$ cat src/rtl/hzd_pkg.sv
package hzd_pkg;
  localparam int OP_W  = 4;
  localparam int REG_W = 4;
  localparam int TAG_W = 8;

  localparam logic [OP_W-1:0]  OP_NOP  = 4'h1;
  localparam logic [OP_W-1:0]  OP_LOAD = 4'h5;
  localparam logic [OP_W-1:0]  OP_ALU  = 4'h6;
  localparam logic [OP_W-1:0]  OP_JCC  = 4'h7;
  localparam logic [OP_W-1:0]  OP_RET  = 4'h9;
  localparam logic [OP_W-1:0]  OP_POP  = 4'hB;
  localparam logic [REG_W-1:0] NO_REG  = {REG_W{1'b1}};

  typedef struct packed {
    logic [OP_W-1:0]  op;
    logic [REG_W-1:0] ra;
    logic [REG_W-1:0] rb;
    logic [REG_W-1:0] dm;
    logic [TAG_W-1:0] tag;
  } slot_t;

  localparam slot_t EMPTY_SLOT = '{op: OP_NOP, ra: NO_REG, rb: NO_REG,
                                   dm: NO_REG, tag: '0};

  // op writes a register from memory
  function automatic logic f_mem_writer(input logic [OP_W-1:0] op);
    return (op == OP_LOAD) || (op == OP_POP);
  endfunction

  // destination read by either source of the younger instruction
  function automatic logic f_reads(input logic [REG_W-1:0] dst,
                                   input logic [REG_W-1:0] a,
                                   input logic [REG_W-1:0] b);
    return (dst == a) || (dst == b);
  endfunction
endpackage

$ cat src/rtl/hzd_detect.sv
module hzd_detect
  import hzd_pkg::*;
(
  input  slot_t dec_q,
  input  slot_t exe_q,
  input  slot_t mem_q,
  input  logic  ex_taken,
  output logic  lu_haz,
  output logic  mispred,
  output logic  ret_busy
);
  always_comb begin
    lu_haz   = f_mem_writer(exe_q.op) && f_reads(exe_q.dm, dec_q.ra, dec_q.rb);
    mispred  = (exe_q.op == OP_JCC) && !ex_taken;
    ret_busy = (dec_q.op == OP_RET) || (exe_q.op == OP_RET) ||
               (mem_q.op == OP_RET);
  end
endmodule

$ cat src/rtl/hzd_stage_reg.sv
module hzd_stage_reg
  import hzd_pkg::*;
(
  input  logic  clk,
  input  logic  rst_n,
  input  logic  hold,
  input  logic  flush,
  input  slot_t d,
  output slot_t q
);
  always_ff @(posedge clk or negedge rst_n) begin
    if (!rst_n)     q <= EMPTY_SLOT;
    else if (hold)  q <= q;
    else if (flush) q <= EMPTY_SLOT;
    else            q <= d;
  end
endmodule

$ cat src/rtl/hzd_ctl_top.sv
module hzd_ctl_top
  import hzd_pkg::*;
(
  input  logic             clk,
  input  logic             rst_n,
  input  logic [OP_W-1:0]  fet_op,
  input  logic [REG_W-1:0] fet_ra,
  input  logic [REG_W-1:0] fet_rb,
  input  logic [REG_W-1:0] fet_dm,
  input  logic [TAG_W-1:0] fet_tag,
  input  logic             ex_taken,
  output logic             stall_f,
  output logic             stall_d,
  output logic             bubble_d,
  output logic             bubble_e,
  output logic             pipe_err,
  output logic [OP_W-1:0]  dec_op,
  output logic [REG_W-1:0] dec_ra,
  output logic [REG_W-1:0] dec_rb,
  output logic [TAG_W-1:0] dec_tag,
  output logic [OP_W-1:0]  exe_op,
  output logic [REG_W-1:0] exe_dm,
  output logic [TAG_W-1:0] exe_tag,
  output logic [OP_W-1:0]  mem_op,
  output logic [TAG_W-1:0] mem_tag
);
  slot_t fet_w, dec_q, exe_q, mem_q;
  logic  lu_w, mis_w, ret_w;

  assign fet_w = '{op: fet_op, ra: fet_ra, rb: fet_rb, dm: fet_dm, tag: fet_tag};

  hzd_detect i_detect (
    .dec_q(dec_q), .exe_q(exe_q), .mem_q(mem_q), .ex_taken(ex_taken),
    .lu_haz(lu_w), .mispred(mis_w), .ret_busy(ret_w)
  );

  // priorities: load/use beats the return's decode bubble
  always_comb begin
    stall_f  = lu_w || ret_w;
    stall_d  = lu_w;
    bubble_d = mis_w || (ret_w && !lu_w);
    bubble_e = mis_w || lu_w;
    pipe_err = stall_d && bubble_d;
  end

  hzd_stage_reg i_dec (.clk(clk), .rst_n(rst_n), .hold(stall_d), .flush(bubble_d),
                       .d(fet_w), .q(dec_q));
  hzd_stage_reg i_exe (.clk(clk), .rst_n(rst_n), .hold(1'b0), .flush(bubble_e),
                       .d(dec_q), .q(exe_q));
  hzd_stage_reg i_mem (.clk(clk), .rst_n(rst_n), .hold(1'b0), .flush(1'b0),
                       .d(exe_q), .q(mem_q));

  assign dec_op  = dec_q.op;
  assign dec_ra  = dec_q.ra;
  assign dec_rb  = dec_q.rb;
  assign dec_tag = dec_q.tag;
  assign exe_op  = exe_q.op;
  assign exe_dm  = exe_q.dm;
  assign exe_tag = exe_q.tag;
  assign mem_op  = mem_q.op;
  assign mem_tag = mem_q.tag;
endmodule

$ cat config.mk
export PLATFORM = sky130hd
export DESIGN_NAME = hzd_ctl_top
export DESIGN_NICKNAME = d
export VERILOG_FILES = /design/src/rtl/hzd_pkg.sv /design/src/rtl/hzd_detect.sv /design/src/rtl/hzd_stage_reg.sv /design/src/rtl/hzd_ctl_top.sv
export SDC_FILE = /design/constraint.sdc
export NUM_CORES = 1
export LEC_CHECK = 0
export BUFFER_PORTS_ARGS = -buffer_cell sky130_fd_sc_hd__clkbuf_2
export CAP_MARGIN = 40
export CORE_UTILIZATION = 50
export DETAILED_ROUTE_END_ITERATION = 12
export MAX_ROUTING_LAYER = met4
export PLACE_DENSITY = 0.81
export SLEW_MARGIN = 40
export SYNTH_ARGS = -nofsm -noshare
export SYNTH_HDL_FRONTEND = slang
export SYNTH_HIERARCHICAL = 1
export SYNTH_SLANG_ARGS = --single-unit
export TNS_END_PERCENT = 20
$ cat constraint.sdc
create_clock -name clk -period 4.15 [get_ports clk]
set_input_delay 0.6225 -clock clk [delete_from_list [all_inputs] [get_ports clk]]
set_output_delay 0.6225 -clock clk [all_outputs]
set_load 0.01 [all_outputs]
# After elaboration in Yosys (flattened, before gate mapping)
# Index checks and enable logic that the tools add are counted.
dict set report classes {
  eq_ne 8
  muxes 2
  reduce_logical 13
}
# cell n
set ops {}
lappend ops {{2-to-1 mux 24 bit} 2}
lappend ops {{== test 4 bit, second input constant} 4}
lappend ops {{== test 4 x 3 -> 1 bit, second input constant} 2}
lappend ops {{== test 4 bit} 2}
lappend ops {{logical OR 1 bit} 7}
lappend ops {{logical AND 1 bit} 4}
lappend ops {{logical NOT 1 bit} 2}
dict set report word_totals {
  regBits 52
  input_bits 27
  output_inout_bits 53
  elab_cells 33
}

# Logic depth before layout (Yosys ltp)
# Gate-level depths: netlist of the first run.
dict set report depth {
  ltp_word 7
  ltp_mapped 8
  ltp_nobuf 7
}

# Modules after synthesis
# Netlist of the first run, hierarchy kept.
# module instances cells_each area_per_inst_um2 seq_area_each_um2
set modules_own_cells {}
lappend modules_own_cells {hzd_stage_reg 3 102 1001.0 616.8}
lappend modules_own_cells {hzd_detect 1 20 161.4 0.0}
lappend modules_own_cells {hzd_ctl_top 1 6 35.0 0.0}

# Least setup slack after synthesis of the first run
# No wires, ideal clock.
dict set report synth_path {
  path_kind {reg-to-output}
  from {register i_exe/q[10] (netlist name)}
  to {output bubble_d}
  t_arrival_ns 1.559
  required_time_ns 3.527
  path_slack_ns 1.968
  stages_incl_launch_ff 6
  n_path_buf 0
  cell_sequence {dfstp_2 -> xnor2_1 -> nand4_1 -> a21oi_1 -> inv_1 -> a21o_1}
}
dict set report synth_between {
  elab_chain_len 6
  elab_cells_between_ends 7
  classes_between {eq/ne (2); reduce/logical (5)}
}
# item line
set synth_lines {}
lappend synth_lines {{start: declaration} hzd_stage_reg.sv:9} ;# output slot_t q
lappend synth_lines {{start signal: assignment} hzd_stage_reg.sv:13} ;# else if (hold) q <= q;
lappend synth_lines {{== test 4 bit} hzd_pkg.sv:34} ;# return (dst == a) || (dst == b);
lappend synth_lines {{logical OR 1 bit (*)} hzd_pkg.sv:34}
lappend synth_lines {{logical AND 1 bit (*)} hzd_detect.sv:13} ;# lu_haz = f_mem_writer(exe_q.op) && f_reads(exe_q.dm, dec_q.ra, dec_q.rb);
lappend synth_lines {{via stall_d} hzd_ctl_top.sv:13} ;# output logic stall_d,
lappend synth_lines {{logical NOT 1 bit (*)} hzd_ctl_top.sv:41} ;# bubble_d = mis_w || (ret_w && !lu_w);
lappend synth_lines {{logical AND 1 bit (*)} hzd_ctl_top.sv:41}
lappend synth_lines {{logical OR 1 bit (*)} hzd_ctl_top.sv:41}
lappend synth_lines {{end: declaration} hzd_ctl_top.sv:14} ;# output logic bubble_d,
# The timed path passes the listed nets; every way through them passes the cells marked *.

# Worst setup path in the final report of the first run
dict set report layout_path {
  from {register i_exe/q[10] (netlist name)}
  to {output bubble_e}
}
dict set report layout_between {
  elab_chain_len 4
  elab_cells_between_ends 5
  classes_between {eq/ne (2); reduce/logical (3)}
}
# item line
set layout_lines {}
lappend layout_lines {{== test 4 bit} hzd_pkg.sv:34}
lappend layout_lines {{logical OR 1 bit (*)} hzd_pkg.sv:34}
lappend layout_lines {{logical AND 1 bit (*)} hzd_detect.sv:13}
lappend layout_lines {{logical OR 1 bit (*)} hzd_ctl_top.sv:42} ;# bubble_e = mis_w || lu_w;
lappend layout_lines {{end: declaration} hzd_ctl_top.sv:15} ;# output logic bubble_e,
# Every way passes the cells marked *; elsewhere a longest branch is shown, timed or not.

==> out/results.ini, run 1 <==
[sta]
setup_violations_final=0
setup_tns_after_final_layout_ns=0
rsz_0062_raised_after_global_routing=false
finalWorstPathRequiredPeriod_ns=2.913
timing.clock.skew_ns=0.004611
final_hold_viol_count=0
max_slew_violation_count=0
final_min_period_over_clock_period=0.7019
timing.slew.headroom=0.5740
fmax_ghz=0.3433
worst-slew-pin-transition_ns=0.6390

[clock_tree]
clk_pin_slew_worst_paths_ns=0.09
ctsHtreeMaxLevel=2
cts_made_buffers=5
clkLatencyLatePin_ns=0.31
ctsRootBufferMaster=sky130_fd_sc_hd__clkbuf_8
number_of_hold_repair_buffers_added_at_the_cts_stage=0
cts_max_path_buffers=2
cts_tree=done
post_cts.resized_instances=0
cts.sinks=52
post_cts.repair.setup_buffers=0

[floorplanning]
io_pins=80
initial_core_util=0.5381
die_boundary_height_um=71.62
rows=24
die_w_um=71.62
core_area_um2=4504
die-area_um2=5129

[global_route]
grt_pass1_wl_mm=7.969
first_global_vias=1729
largest_net_degree_at_the_start_of_global_routing=53
grt_antenna_before_repair=0
gr-total-overflow=0
grt.total_usage=0.2103

[route]
drt_first_iter_violations=114
drtPass1Iterations=4
dr_vias=1880
remaining_drc_errors=0
antenna_violating_nets_remaining=0
post_drt_wl_per_cell_um=12.66
drt_wl_total_mm=4.860
detail_route.vias_per_cell=4.896

[power]
leakage_nw=1.395
worst_ir_drop_vdd_v=0.0003373
finalPower_mw=1.718
power.density_nw_per_um2=592.7

[layout]
fin_area_um2=2899
n_fill_cell=399
num_antenna_cells=0
ratio_of_cells_with_drive_above_1_in_the_final_layout=0.3343
area.growth.synth_to_final_pct=19.62
finalNetCount=358

[min_path]
hp_class=input pin to async pin

[setup_path]
worstSetupEndpointType=primary output
crit_arrival_ns=2.29
critPathMaxFanout=20
setup.worst_path.start_class=flip-flop
timing.critical_path.required_ns=3.53
worst-setup-path-type=flip-flop to primary output

[place]
dp_hpwl_mm=3.523
dpl-instance-area_um2=2783
place_congestion=0.7893
numPortBuffers=79

[logic_synthesis]
syn_avg_cell_area_um2=9.617
ys.warnings.count=6
syn_inst=252
synthesis.area_um2=2424

[run_status]
status=finished clean

[run]
total_of_max_cap_violations=0

-- area by class of cell --
type,instances,area [um^2],share of cell area
clock buffers,6,82.58,0.02849
clock inverters,2,33.78,0.01165
inverters,1,3.754,0.001295
multi-input cells,189,970.9,0.3349
flip-flops and latches,52,1325,0.4571
well taps,52,65.06,0.02244
repair buffers,82,417.9,0.1442
-- metrics by stage --
stage | hold slack [ns] | utilization | worst slack, ns | instances
CTS | 0.4362 | 0.6436 | 1.215 | 384
global route | 0.4650 | 0.6436 | 1.066 | 384
finish | 0.4256 | 0.6436 | 1.237 | 384
detailed placement | 0.4565 | 0.6178 | 1.573 | 376
global placement | 0.4564 | 0.6178 | 1.650 | 376
floorplan | 0.3269 | - | 1.979 | 263
-- layer usage --
| metal | global-route usage | routed length [um] | vias up |
|---|---|---|---|
| li1 | - | - | 962 |
| met1 | 0.2754 | 2248 | 854 |
| met2 | 0.3187 | 2306 | 56 |
| met3 | 0.04641 | 222 | 8 |
| met4 | 0.08715 | 82 | 0 |
| met5 | - | 0 | - |
-- report_power, final --
part	total [mW]	internal, mW	switching [mW]
registers	0.822	0.688	0.134
logic	0.541	0.248	0.293
clock network	0.355	0.194	0.161
-- flip-flops by register name (all words and copies together) (netlist names) --
register  flops
i_exe/q      16
i_mem/q      12
i_dec/q      24
-- placed cells by master (no fill, tap or decap), drive strengths merged, types with 2 or more instances in the layout --
cell type	n
or2	2
nand4	2
nor4bb	2
nor2	23
dfrtp	33
conb	12
o21ai	50
a22o	3
nand2	49
nand2b	30
dfstp	19
buf	3
clkbuf	85
xnor2	8
-- critical path, cell delays in order (launching register included) --
cell and delay, ns:
sky130_fd_sc_hd__dfstp_2 0.58, sky130_fd_sc_hd__xnor2_1 0.13, sky130_fd_sc_hd__nand4_1 0.18, sky130_fd_sc_hd__a21oi_4 0.42, sky130_fd_sc_hd__or2_1 0.45, sky130_fd_sc_hd__clkbuf_2 0.22
-- final timing paths --
check,from,end,slack [ns],cells after the start
max reg2reg,i_exe/q[10],i_exe/q[21],1.96,6
max,i_exe/q[10],bubble_e,1.24,5
min reg2reg,i_dec/q[9],i_dec/q[9],0.47,2
max in group asynchronous,rst_n,i_dec/q[7],3.30,2
min,rst_n,i_mem/q[4],0.43,2
min in group clk,i_dec/q[9],i_dec/q[9],0.47,2
No activity file was read; power rests on OpenSTA's default activity.
==> run 2, diff against run 1 <==
clock period = 2.73 ns   (was 4.15 ns; I/O delays follow)
==> out/results.ini, run 2 (synthesis gave the netlist of run 1 again) <==
[route]
drt_first_iter_violations=87  ; was 114
drt_wl_total_mm=4.859  ; was 4.860 mm
antenna_violating_nets_remaining=0  ; unchanged
post_drt_wl_per_cell_um=12.56  ; was 12.66 um
dr_vias=1874  ; was 1880
met3RoutedLength_um=226  ; was 222 um
route.met2.wl_mm=2.265  ; was 2.306 mm
routedLengthMet1_mm=2.296  ; was 2.248 mm
detail_route.vias_per_cell=4.842  ; was 4.896
remaining_drc_errors=0  ; unchanged
top_signal_layer_used=met4  ; unchanged
drtPass1Iterations=4  ; unchanged

[global_route]
grt_pass1_wl_mm=7.886  ; was 7.969 mm
grt.total_usage=0.2094  ; was 0.2103
grt_antenna_before_repair=0  ; unchanged
first_global_vias=1718  ; was 1729
largest_net_degree_at_the_start_of_global_routing=41  ; was 53
gr-total-overflow=0  ; unchanged

[clock_tree]
cts_made_buffers=5  ; unchanged
number_of_hold_repair_buffers_added_at_the_cts_stage=0  ; unchanged
clk_pin_slew_worst_paths_ns=0.09  ; about the same
clkLatencyLatePin_ns=0.30  ; was 0.31 ns
ctsHtreeMaxLevel=2  ; unchanged
post_cts.resized_instances=0  ; unchanged
post_cts.repair.setup_buffers=0  ; unchanged
ctsRootBufferMaster=sky130_fd_sc_hd__clkbuf_8  ; unchanged
cts_tree=done  ; unchanged
cts_max_path_buffers=2  ; unchanged
cts.sinks=52  ; unchanged

[floorplanning]
die_w_um=71.62  ; unchanged
initial_core_util=0.5381  ; unchanged
die-area_um2=5129  ; unchanged
core_area_um2=4504  ; unchanged
die_boundary_height_um=71.62  ; unchanged
rows=24  ; unchanged
io_pins=80  ; unchanged

[sta]
timing.final.ws_setup_ns=0.3146  ; was 1.237 ns
rsz_0062_raised_after_global_routing=false  ; unchanged
final_min_period_over_clock_period=0.8848
setup_tns_after_final_layout_ns=0  ; unchanged
fmax_ghz=0.4140
timing.clock.skew_ns=0.01016  ; was 0.004611 ns
worst-slew-pin-transition_ns=0.5196  ; was 0.6390 ns
final_hold_viol_count=0  ; unchanged
finalWorstPathRequiredPeriod_ns=2.415
setup_violations_final=0  ; unchanged
timing.slew.headroom=0.6536  ; was 0.5740
max_slew_violation_count=0  ; unchanged

[setup_path]
worst_path_cell_with_the_longest_stage_delay=sky130_fd_sc_hd__dfrtp_1  ; was sky130_fd_sc_hd__dfstp_2
critical_path.max_stage_delay_ns=0.45  ; was 0.58 ns
worst-setup-path-type=flip-flop to primary output  ; unchanged
setup.worst_path.start_class=flip-flop  ; unchanged
cp.buffers_inverters=2  ; was 1
crit_arrival_ns=2.01  ; was 2.29 ns
critPathMaxFanout=14  ; was 20
worstSetupEndpointType=primary output  ; unchanged
crit_family=compound AO/OA/AOI/OAI gates  ; was simple AND/OR/NAND/NOR gates
crit_chain=and3b_2 > o21ai_0 > a21oi_4 > inv_1 > a21o_1 > clkbuf_2  ; was xnor2_1 > nand4_1 > a21oi_4 > or2_1 > clkbuf_2
timing.critical_path.required_ns=2.32  ; was 3.53 ns

[layout]
largest-register=i_dec/q  ; unchanged
n_fill_cell=416  ; was 399
finalNetCount=361  ; was 358
registers_with_the_most_flip_flops=i_dec/q (24), i_exe/q (16), i_mem/q (12)  ; unchanged
final_common_cell=sky130_fd_sc_hd__clkbuf_2  ; unchanged
ratio_of_cells_with_drive_above_1_in_the_final_layout=0.3403  ; was 0.3343
num_antenna_cells=0  ; unchanged
multiInputGateArea_um2=970.9  ; unchanged
regArea_um2=1325  ; unchanged
final_core_utilization=0.6428  ; was 0.6436
mostFrequentLayoutCells=sky130_fd_sc_hd__clkbuf_2, sky130_fd_sc_hd__nand2_1, sky130_fd_sc_hd__o21ai_1, sky130_fd_sc_hd__dfrtp_1, sky130_fd_sc_hd__nand2b_1  ; unchanged
area.growth.synth_to_final_pct=19.46  ; was 19.62%
largest_reg_flops=24  ; unchanged

[min_path]
hp_class=input pin to async pin  ; unchanged

[place]
dp_hpwl_mm=3.627  ; was 3.523 mm
numPortBuffers=79  ; unchanged
place_congestion=0.8168  ; was 0.7893
place_worst_setup_slack_ns=0.6741  ; was 1.573 ns

[run]
total_of_max_cap_violations=0  ; unchanged

[power]
leakage_nw=1.390  ; was 1.395 nW
worst_ir_drop_vdd_v=0.0004190  ; was 0.0003373 V
power.density_nw_per_um2=861.5  ; was 592.7 nW/um^2

[run_status]
status=finished clean  ; unchanged

-- run 2: cell count changes in the layout (fill, tap and decap cells not counted) --
cell                         previous run  this run
sky130_fd_sc_hd__clkbuf_2              79        78
sky130_fd_sc_hd__clkinvlp_4             0         2
sky130_fd_sc_hd__clkbuf_4               0         1
sky130_fd_sc_hd__bufinv_16              1         0
sky130_fd_sc_hd__buf_4                  3         6
sky130_fd_sc_hd__clkbuf_8               6         5
-- run 2: layer usage --
layer	vias up	track usage
met5	-	-
met3	7	0.04219
met4	0	0.07190
met1	842	0.2792
li1	971	-
met2	54	0.3218
-- run 2: cell type report --
class / instances / area share
clock inverters: 3 / 0.006482
well taps: 52 / 0.02247
flip-flops and latches: 52 / 0.4576
multi-input cells: 189 / 0.3353
clock buffers: 5 / 0.02377
inverters: 1 / 0.001296
repair buffers: 85 / 0.1530
-- run 2: power by group --
part	switching [mW]	internal, mW
clock network	0.247	0.177
registers	0.201	1.05
logic	0.441	0.382
-- run 2: worst paths after layout --
kind	from	slack, ns	endpoint	cells past startpoint
setup / recovery	i_exe/q[21]	0.31	bubble_d	6
hold / removal	rst_n	0.1	i_mem/q[1]	1
setup reg to reg	i_exe/q[21]	0.62	i_dec/q[21]	8
hold reg to reg	i_dec/q[9]	0.48	i_dec/q[9]	2
max in group asynchronous	rst_n	2.04	i_dec/q[17]	2
min in group clk	fet_op[0]	0.31	i_dec/q[20]	3
-- run 2: stage by stage --
stage                     hold WS (ns)  cell area [um^2]  instances  power [mW]
after floorplan                 0.1139              2465        263       1.759
after global placement          0.4536              2805        379       2.062
after detailed placement        0.4451              2808        379       2.087
after CTS                       0.1102              2895        387       2.510
after global routing            0.1416              2895        387       2.667
final                          0.09905              2895        387       2.494
